--- src/rtl/sport_pkg.sv ---
package sport_pkg;
  localparam int WORD_W = 32;
  localparam int LEN_W  = 6;

  function automatic logic [LEN_W-1:0] elem_len(input logic [2:0] sel);
    case (sel)
      3'd0:    return LEN_W'(8);
      3'd1:    return LEN_W'(12);
      3'd2:    return LEN_W'(16);
      3'd3:    return LEN_W'(20);
      3'd4:    return LEN_W'(24);
      default: return LEN_W'(32);
    endcase
  endfunction

  function automatic logic [WORD_W-1:0] bit_rev(input logic [WORD_W-1:0] w);
    logic [WORD_W-1:0] r;
    for (int i = 0; i < WORD_W; i++) r[i] = w[WORD_W-1-i];
    return r;
  endfunction

  // reversal only applies to full-width words
  function automatic logic rev_on(input logic lsb, input logic [LEN_W-1:0] len);
    return lsb && (len == LEN_W'(WORD_W));
  endfunction

  // place a len-bit word at the top of the shifter so bit 31 leaves first
  function automatic logic [WORD_W-1:0] msb_align(input logic [WORD_W-1:0] w,
                                                  input logic [LEN_W-1:0] len);
    return w << (LEN_W'(WORD_W) - len);
  endfunction
endpackage

--- src/rtl/sport_clkgen.sv ---
module sport_clkgen #(
  parameter int DIV_HALF = 2
) (
  input  logic clk,
  input  logic rst_n,
  output logic bclk,
  output logic rise_ev,
  output logic fall_ev
);
  localparam int CW = $clog2(DIV_HALF) + 1;

  logic [CW-1:0] cnt;
  logic          wrap;

  assign wrap    = (cnt == CW'(DIV_HALF - 1));
  assign rise_ev = wrap & ~bclk;
  assign fall_ev = wrap & bclk;

  always_ff @(posedge clk or negedge rst_n) begin
    if (!rst_n) begin
      cnt  <= '0;
      bclk <= 1'b0;
    end else if (wrap) begin
      cnt  <= '0;
      bclk <= ~bclk;
    end else begin
      cnt <= cnt + CW'(1);
    end
  end
endmodule

--- src/rtl/sport_tx.sv ---
module sport_tx
  import sport_pkg::*;
(
  input  logic              clk,
  input  logic              rst_n,
  input  logic              drive_ev,
  input  logic              wr_en,
  input  logic [WORD_W-1:0] wr_data,
  input  logic [LEN_W-1:0]  len,
  input  logic              rev,
  output logic              tx_rdy,
  output logic              fs_act,
  output logic              dat,
  output logic              copy_ev
);
  logic [WORD_W-1:0] hold_q;
  logic              hold_full;
  logic [WORD_W-1:0] shift_q;
  logic [LEN_W-1:0]  bits_left;
  logic              shift_ev;

  assign copy_ev  = drive_ev && (bits_left == '0) && hold_full;
  assign shift_ev = drive_ev && (bits_left != '0);
  assign tx_rdy   = ~hold_full;

  always_ff @(posedge clk or negedge rst_n) begin
    if (!rst_n) begin
      hold_q    <= '0;
      hold_full <= 1'b0;
    end else if (wr_en) begin
      hold_q    <= wr_data;
      hold_full <= 1'b1;
    end else if (copy_ev) begin
      hold_full <= 1'b0;
    end
  end

  always_ff @(posedge clk or negedge rst_n) begin
    if (!rst_n) begin
      shift_q   <= '0;
      bits_left <= '0;
      fs_act    <= 1'b0;
      dat       <= 1'b0;
    end else if (copy_ev) begin
      shift_q   <= rev ? bit_rev(hold_q) : msb_align(hold_q, len);
      bits_left <= len;
      fs_act    <= 1'b1;
      dat       <= 1'b0;
    end else if (shift_ev) begin
      dat       <= shift_q[WORD_W-1];
      shift_q   <= {shift_q[WORD_W-2:0], 1'b0};
      bits_left <= bits_left - LEN_W'(1);
      fs_act    <= 1'b0;
    end else if (drive_ev) begin
      fs_act <= 1'b0;
    end
  end
endmodule

--- src/rtl/sport_rx.sv ---
module sport_rx
  import sport_pkg::*;
(
  input  logic              clk,
  input  logic              rst_n,
  input  logic              bclk_in,
  input  logic              sample_rise,
  input  logic              fs_in,
  input  logic              dat_in,
  input  logic [LEN_W-1:0]  len,
  input  logic              rev,
  input  logic              rd_en,
  output logic              rx_rdy,
  output logic [WORD_W-1:0] rd_data,
  output logic              done_ev
);
  logic              bclk_q;
  logic              sample_ev;
  logic [LEN_W-1:0]  cnt;
  logic [WORD_W-1:0] acc;
  logic [WORD_W-1:0] acc_nxt;

  assign sample_ev = sample_rise ? (bclk_in & ~bclk_q) : (~bclk_in & bclk_q);
  assign acc_nxt   = {acc[WORD_W-2:0], dat_in};
  assign done_ev   = sample_ev && !fs_in && (cnt == LEN_W'(1));

  always_ff @(posedge clk or negedge rst_n) begin
    if (!rst_n) begin
      bclk_q <= 1'b0;
      cnt    <= '0;
      acc    <= '0;
    end else begin
      bclk_q <= bclk_in;
      if (sample_ev) begin
        if (fs_in) begin
          cnt <= len;
          acc <= '0;
        end else if (cnt != '0) begin
          cnt <= cnt - LEN_W'(1);
          acc <= acc_nxt;
        end
      end
    end
  end

  always_ff @(posedge clk or negedge rst_n) begin
    if (!rst_n) begin
      rd_data <= '0;
      rx_rdy  <= 1'b0;
    end else if (done_ev) begin
      rd_data <= rev ? bit_rev(acc_nxt) : acc_nxt;
      rx_rdy  <= 1'b1;
    end else if (rd_en) begin
      rx_rdy <= 1'b0;
    end
  end
endmodule

--- src/rtl/sport_loop.sv ---
module sport_loop
  import sport_pkg::*;
#(
  parameter int DIV_HALF = 2
) (
  input  logic              clk,
  input  logic              rst_n,
  input  logic [2:0]        len_sel,
  input  logic              lsb_first,
  input  logic              tx_fall,
  input  logic              rx_rise,
  input  logic              tx_fs_low,
  input  logic              rx_fs_low,
  input  logic              loopback,
  input  logic              wr_en,
  input  logic [WORD_W-1:0] wr_data,
  output logic              tx_rdy,
  input  logic              rd_en,
  output logic [WORD_W-1:0] rd_data,
  output logic              rx_rdy,
  output logic              tx_bclk,
  output logic              tx_fs,
  output logic              tx_dat,
  input  logic              rx_bclk,
  input  logic              rx_fs,
  input  logic              rx_dat
);
  logic [LEN_W-1:0] len;
  logic             rev;
  logic             rise_ev, fall_ev;
  logic             drive_ev;
  logic             copy_ev;
  logic             done_ev;
  logic             fs_tx_act;
  logic             rx_clk_sel, rx_fs_lvl, rx_dat_sel, rx_fs_act;

  assign len      = elem_len(len_sel);
  assign rev      = rev_on(lsb_first, len);
  assign drive_ev = tx_fall ? fall_ev : rise_ev;
  assign tx_fs    = fs_tx_act ^ tx_fs_low;

  assign rx_clk_sel = loopback ? tx_bclk : rx_bclk;
  assign rx_fs_lvl  = loopback ? tx_fs   : rx_fs;
  assign rx_dat_sel = loopback ? tx_dat  : rx_dat;
  assign rx_fs_act  = rx_fs_lvl ^ rx_fs_low;

  sport_clkgen #(.DIV_HALF(DIV_HALF)) u_clk (
    .clk(clk), .rst_n(rst_n), .bclk(tx_bclk),
    .rise_ev(rise_ev), .fall_ev(fall_ev)
  );

  sport_tx u_tx (
    .clk(clk), .rst_n(rst_n), .drive_ev(drive_ev),
    .wr_en(wr_en), .wr_data(wr_data), .len(len), .rev(rev),
    .tx_rdy(tx_rdy), .fs_act(fs_tx_act), .dat(tx_dat), .copy_ev(copy_ev)
  );

  sport_rx u_rx (
    .clk(clk), .rst_n(rst_n), .bclk_in(rx_clk_sel), .sample_rise(rx_rise),
    .fs_in(rx_fs_act), .dat_in(rx_dat_sel), .len(len), .rev(rev),
    .rd_en(rd_en), .rx_rdy(rx_rdy), .rd_data(rd_data), .done_ev(done_ev)
  );
endmodule

--- config.mk ---
export PLATFORM = sky130hd
export DESIGN_NAME = sport_loop
export DESIGN_NICKNAME = d
export VERILOG_FILES = /design/src/rtl/sport_pkg.sv /design/src/rtl/sport_clkgen.sv /design/src/rtl/sport_tx.sv /design/src/rtl/sport_rx.sv /design/src/rtl/sport_loop.sv
export SDC_FILE = /design/constraint.sdc
export NUM_CORES = 1
export LEC_CHECK = 0
export ABC_CLOCK_PERIOD_IN_PS = 2900
export BUFFER_PORTS_ARGS = -buffer_cell sky130_fd_sc_hd__buf_2
export CAP_MARGIN = 20
export CORE_MARGIN = 2
export CORE_UTILIZATION = 60
export CTS_BUF_LIST = sky130_fd_sc_hd__clkbuf_16
export CTS_CLUSTER_SIZE = 30
export DETAILED_ROUTE_END_ITERATION = 12
export PLACE_DENSITY = 0.8
export SLEW_MARGIN = 40
export SYNTH_ARGS = -nofsm -noshare
export SYNTH_HDL_FRONTEND = slang
export SYNTH_HIERARCHICAL = 1
export SYNTH_SLANG_ARGS = --single-unit
--- constraint.sdc ---
create_clock -name clk -period 2.9 [get_ports clk]
set_input_delay 0.435 -clock clk [delete_from_list [all_inputs] [get_ports clk]]
set_output_delay 0.435 -clock clk [all_outputs]
set_load 0.005 [all_outputs]
==> summary.txt, run 1 <==
Status
  • Outcome: complete, no violations

STA
  • Hold Fails Final Rpt: 0
  • Worst path setup slack after routing: 0.329 ns
  • Period utilization: 88.7%
  • Final Setup Violations: 0
  • Worst-Margin Slew: 0.808 ns
  • RSZ-0062 raised after global routing: false
  • Fmax: 389 MHz
  • Max-slew headroom: 46.0%
  • Final min period: 2.57 ns
  • Setup Skew: 0.00917 ns
  • Fin. max-slew vios: 0
  • Setup TNS: 0 ns

Floorplan
  • Die area: 15,300 µm²
  • Core ar.: 13,900 µm²
  • Initial core utilization: 61.7%
  • IO Pins: 85
  • Row count: 43
  • Die width: 124 µm
  • Die Y: 124 µm

Synthesis
  • Avg Cell Area, Syn: 10.4 µm²
  • Mapped Area: 8600 µm²
  • Cells after synthesis: 824
  • Yosys warnings: 6

Clocking
  • Max H-tree Level: 4
  • Hold buffers post-CTS: 0
  • Post-cts sizing count: 0
  • CTS Buf Count: 17
  • Clk sink count: 147
  • Root buffer cell: clkbuf_16
  • Worst-Skew Late Latency: 0.43 ns
  • CTS tree: built
  • Clk slew on worst S/H paths: 0.07 ns
  • Post-CTS Repair Setup Buffers: 0
  • Max clock buf depth: 2

Worst setup path
  • Arr. time, crit path: 2.87 ns
  • Crit path launch type: flop
  • Register-to-Register Path Depth: 10
  • Worst path required time: 3.20 ns
  • Worst path slowest cell: a211oi_1
  • Crit. End Element: flop
  • Critical path class: reg -> reg
  • Crit-path max FO: 28
  • Largest stage delay on the critical path: 0.40 ns
  • CP cell instances: nand2b_4 -> nor2_1 -> mux2_2 -> nor4bb_1 -> nand3_1 -> inv_1 -> buf_12 -> nand2_1 -> a211oi_1 -> o21ai_0

Layout
  • N_diodes: 0
  • Syn-to-layout area delta: 15.2%
  • Nets: 954
  • Fraction of layout cells with a size suffix above 1: 27.6%

GRT
  • Initial antenna violation count: 0
  • First-pass GRT wire length: 37,800 µm
  • GR Overflow Total: 0
  • Global Route Usage Sum: 32.6%
  • Largest net degree at the start of global routing: 84
  • Vias in the first global route: 7,179

Route
  • Detailed-route via count: 7,173
  • Post-route ant nets: 0
  • TritonRoute pass-1 iters: 6
  • Initial DRC count: 840
  • # DRC: 0
  • Routed len/inst: 21.4 µm
  • WL final: 23,400 µm
  • Vias per inst: 6.56

Placement
  • Post-DP HPWL: 16,200 µm
  • PortBufs: 84
  • Gp weighted congestion: 1.04
  • Worst slack at placement: 0.149 ns

Power
  • Peak supply drop: 0.439 mV
  • P_leak: 4.28 nW
  • PD cells: 668 nW/µm²

Hold path
  • Worst Hold Class: in -> async

Job
  • Maxcap violations: 0
## final timing paths
path                                         end  slack [ns]       startpoint
worst max-delay path            u_tx/shift_q[30]        0.33     u_clk/cnt[1]
worst min-delay path            u_rx/rd_data[26]        0.05            rst_n
worst max register to register  u_tx/shift_q[30]        0.33     u_clk/cnt[1]
worst min register to register   u_rx/rd_data[9]        0.48  u_rx/rd_data[9]
max in group asynchronous       u_tx/shift_q[23]        2.14            rst_n
min in group clk                     u_rx/rx_rdy        0.20            rd_en
## state kept, by name, indices dropped and copies added, names as in the netlist, 2 cells and up
| signal | cells |
|---|---|
| u_tx/bits_left | 6 |
| u_rx/acc | 31 |
| u_rx/cnt | 6 |
| u_tx/shift_q | 32 |
| u_clk/cnt | 2 |
| u_rx/rd_data | 32 |
| u_tx/hold_q | 32 |
## final cells by class
type,instances,area (µm²)
multi-input cells,603,4600
well taps,180,225
flip-flops and latches,147,3680
clock inverters,15,170
repair buffers,118,754
clock buffers,17,425
inverters,14,52.6
fillers,1020,4030
## worst max-delay path: cells and delay by family, from the launching register on
family                 cells  cell delay, ns
buffers and inverters      2            0.45
muxes                      1            0.23
DFF                        1            0.37
and+or+nand+nor            5            0.86
AOI/OAI and AO/OA          2            0.53
## power by group
group,switching [W],total (W),internal (W)
sequential,0.000349,0.00273,0.00238
clock,0.000956,0.00225,0.00129
combinational,0.000880,0.00164,0.000762
## layer usage
metal	track usage [%]	up-vias	routed length, µm	share of wire (%)
li1	-	3206	-	-
met1	44.2	3490	9710	41
met5	0	-	0	0
met2	52.1	397	11100	47
met3	7.23	80	1980	8.4
met4	11.4	0	650	2.8
## cells in the final DEF, fill, tap and decap left out, types with 3 or more instances in the layout
master      instances
a21o_1              9
a21oi_1            23
a221o_1             3
a221oi_1           14
a22oi_1            13
a31oi_1             5
a32oi_1            14
and2_1              4
and3_1             10
buf_12              4
buf_2              83
buf_4              29
clkbuf_16          17
clkinvlp_4          3
conb_1             11
dfrtp_1           147
ha_1                5
inv_1              14
inv_6               4
inv_8               3
mux2_2             47
mux2i_1            43
mux4_1              6
mux4_2             31
nand2_1           109
nand2b_1           33
nand3_1            32
nor2_1             21
nor2b_1             4
nor3b_1             3
o2111ai_1           3
o211ai_1            9
o21ai_0            69
o21ai_1            28
o21ai_2             6
o221a_2             3
o31ai_1             4
xnor2_2             3
xor2_1              3
## metrics by stage
step / instances / area [µm²] / hold WS (ns) / power, W / util (%)
6_report: 1094 / 9910 / 0.0510 / 0.00662 / 71.1
5_1_grt: 1094 / 9910 / 0.0830 / 0.00693 / 71.1
4_1_cts: 1093 / 9880 / 0.0852 / 0.00658 / 70.9
3_5_place_dp: 1061 / 9280 / 0.467 / 0.00433 / 66.6
3_3_place_gp: 1061 / 9280 / 0.455 / 0.00428 / 66.6
2_1_floorplan: 834 / 8640 / 0.139 / 0.00379 / -
Note: power is estimated with default switching activity, not from simulation.
==> run 2: changes to the inputs <==
--- a/config.mk
+++ b/config.mk
@@ -8,12 +8,12 @@
 export ABC_CLOCK_PERIOD_IN_PS = 2900
 export BUFFER_PORTS_ARGS = -buffer_cell sky130_fd_sc_hd__buf_2
 export CAP_MARGIN = 20
-export CORE_MARGIN = 2
 export CORE_UTILIZATION = 60
 export CTS_BUF_LIST = sky130_fd_sc_hd__clkbuf_16
 export CTS_CLUSTER_SIZE = 30
 export DETAILED_ROUTE_END_ITERATION = 12
 export PLACE_DENSITY = 0.8
+export SKIP_CTS_REPAIR_TIMING = 1
 export SLEW_MARGIN = 40
 export SYNTH_ARGS = -nofsm -noshare
 export SYNTH_HDL_FRONTEND = slang
==> run 2 against run 1 <==
Setup slack worse by 0.048 ns. Via count shrank 0.18%. Global-route usage up 0.38 points. Critical path type unchanged. Final cell count fell by 0.18%. Largest power group unchanged. Non-clock buffer count decreased by 2. Fmax down 1.8%. Critical endpoint is now u_tx/shift_q[28]. Clock skew up 0.0010 ns. Largest cell class unchanged. First-iteration DRC count increased by 4.4%.
==> summary.txt, run 2 (synthesized netlist as in run 1, its figures left out) <==
Worst setup path
  • Worst path required time: 3.17 ns
  • Worst path slowest cell: or3b_2
  • Largest stage delay on the critical path: 0.50 ns
  • Crit path launch type: flop
  • CP cell instances: inv_1 -> ha_1 -> or3b_2 -> o31a_1 -> buf_12 -> a21o_1 -> o31ai_1 -> o211ai_1
  • Critical path class: reg -> reg
  • Crit-path max FO: 25
  • Arr. time, crit path: 2.89 ns
  • Worst reg2reg setup slack: 0.28 ns
  • Crit. End Element: flop

Floorplan
  • Die Y: 122 µm
  • Die width: 122 µm
  • IO Pins: 85
  • Die area: 14,800 µm²
  • Core ar.: 13,900 µm²
  • Row count: 43
  • Initial core utilization: 61.7%

Route
  • TritonRoute pass-1 iters: 6
  • Post-route ant nets: 0
  • Routed len/inst: 21.0 µm
  • WL final: 22,900 µm
  • Initial DRC count: 877
  • Vias per inst: 6.56
  • # DRC: 0
  • Detailed-route via count: 7,160

GRT
  • Initial antenna violation count: 0
  • Vias in the first global route: 6,879
  • GR Overflow Total: 0
  • First-pass GRT wire length: 37,000 µm
  • Largest net degree at the start of global routing: 71
  • Global Route Usage Sum: 33.0%

Layout
  • Nets: 952
  • Fraction of layout cells with a size suffix above 1: 27.2%
  • Most frequent cells in the layout: 147 x dfrtp_1, 109 x nand2_1, 83 x buf_2
  • Finished Core Util: 70.9%
  • Commonest non-fill, non-tap cell in the layout: dfrtp_1
  • Leading registers by flop count: u_rx/rd_data: 32 flops, u_tx/hold_q: 32 flops, u_tx/shift_q: 32 flops
  • N_diodes: 0
  • Syn-to-layout area delta: 14.8%

STA
  • Period utilization: 90.3%
  • Setup Skew: 0.0102 ns
  • Final min period: 2.62 ns
  • RSZ-0062 raised after global routing: false
  • Fmax: 382 MHz
  • Final Setup Violations: 0
  • Hold Fails Final Rpt: 0
  • Worst-Margin Slew: 0.803 ns
  • Setup TNS: 0 ns
  • Max-slew headroom: 46.3%
  • Fin. max-slew vios: 0

Clocking
  • Max H-tree Level: 4
  • Worst-Skew Late Latency: 0.43 ns
  • CTS tree: built
  • CTS Buf Count: 17
  • Max clock buf depth: 2
  • Clk slew on worst S/H paths: 0.07 ns
  • Root buffer cell: clkbuf_16
  • Clk sink count: 147

Power
  • P_leak: 4.26 nW
  • Sequential Power Share: 41.9%
  • PD cells: 659 nW/µm²
  • Clock share of power: 32.9%
  • Sw frac: 33.3%
  • Combinational share of power: 25.2%
  • Peak supply drop: 0.437 mV
  • Psw: 0.00216 W
  • Internal: 0.00434 W

Placement
  • Gp weighted congestion: 0.977
  • PortBufs: 84
  • Post-DP HPWL: 16,400 µm

Job
  • Maxcap violations: 0

Hold path
  • Worst Hold Class: in -> reg

Status
  • Outcome: complete, no violations
==> run 2: routing by layer <==
layer	share of wire (%)	track usage, %	vias to the layer above
li1	-	-	3210
met5	0	0	-
met4	2.4	11.9	0
met2	48	52.8	355
met3	7.7	5.20	48
met1	42	45.7	3547
==> run 2: path summary, 6_finish.rpt <==
check,from,to,cells after the start
hold / removal,rd_en,u_rx/rx_rdy,2
hold reg to reg,u_rx/rd_data[25],u_rx/rd_data[25],2
max in group asynchronous,rst_n,u_tx/shift_q[29],3
setup / recovery,u_tx/bits_left[0],u_tx/shift_q[28],8
min in group asynchronous,rst_n,u_rx/rd_data[3],2
setup reg to reg,u_tx/bits_left[0],u_tx/shift_q[28],8
==> run 2: cell type report <==
type                       count  area, µm²
fill                        1019       4060
sequential                   147       3680
multi-input combinational    603       4600
inverter                      14       52.6
clock inverter                15        149
tap                          180        225
timing repair buffer         116        744
clock buffer                  17        425
==> run 2: power by group through the flow <==
| stage | Sequential, W | Combinational (W) | Clock (W) |
|---|---|---|---|
| finish | 0.00272 | 0.00164 | 0.00214 |
| global route | 0.00276 | 0.00178 | 0.00228 |
| CTS | 0.00271 | 0.00162 | 0.00218 |
| detailed placement | 0.00275 | 0.00161 | 0 |
| global placement | 0.00272 | 0.00156 | 0 |
| floorplan | 0.00261 | 0.00118 | 0 |
==> run 2: worst max-delay path: cells and delay by family, from the launching register on <==
family          cells  cell delay, ns
fa+ha+maj           1            0.20
flops               1            0.42
buf+inv             2            0.34
simple gates        1            0.50
compound gates      4            1.00
==> run 2: stage by stage <==
step           setup slack [ns]  cells  power, W  cell area [µm²]  hold WS (ns)
2_1_floorplan             0.289    834   0.00379             8640         0.139
3_3_place_gp              0.251   1059   0.00428             9290         0.426
3_5_place_dp              0.196   1059   0.00436             9290         0.437
4_1_cts                   0.339   1091   0.00651             9870       -0.0222
5_1_grt                   0.111   1092   0.00683             9880         0.231
6_report                  0.281   1092   0.00651             9880         0.229
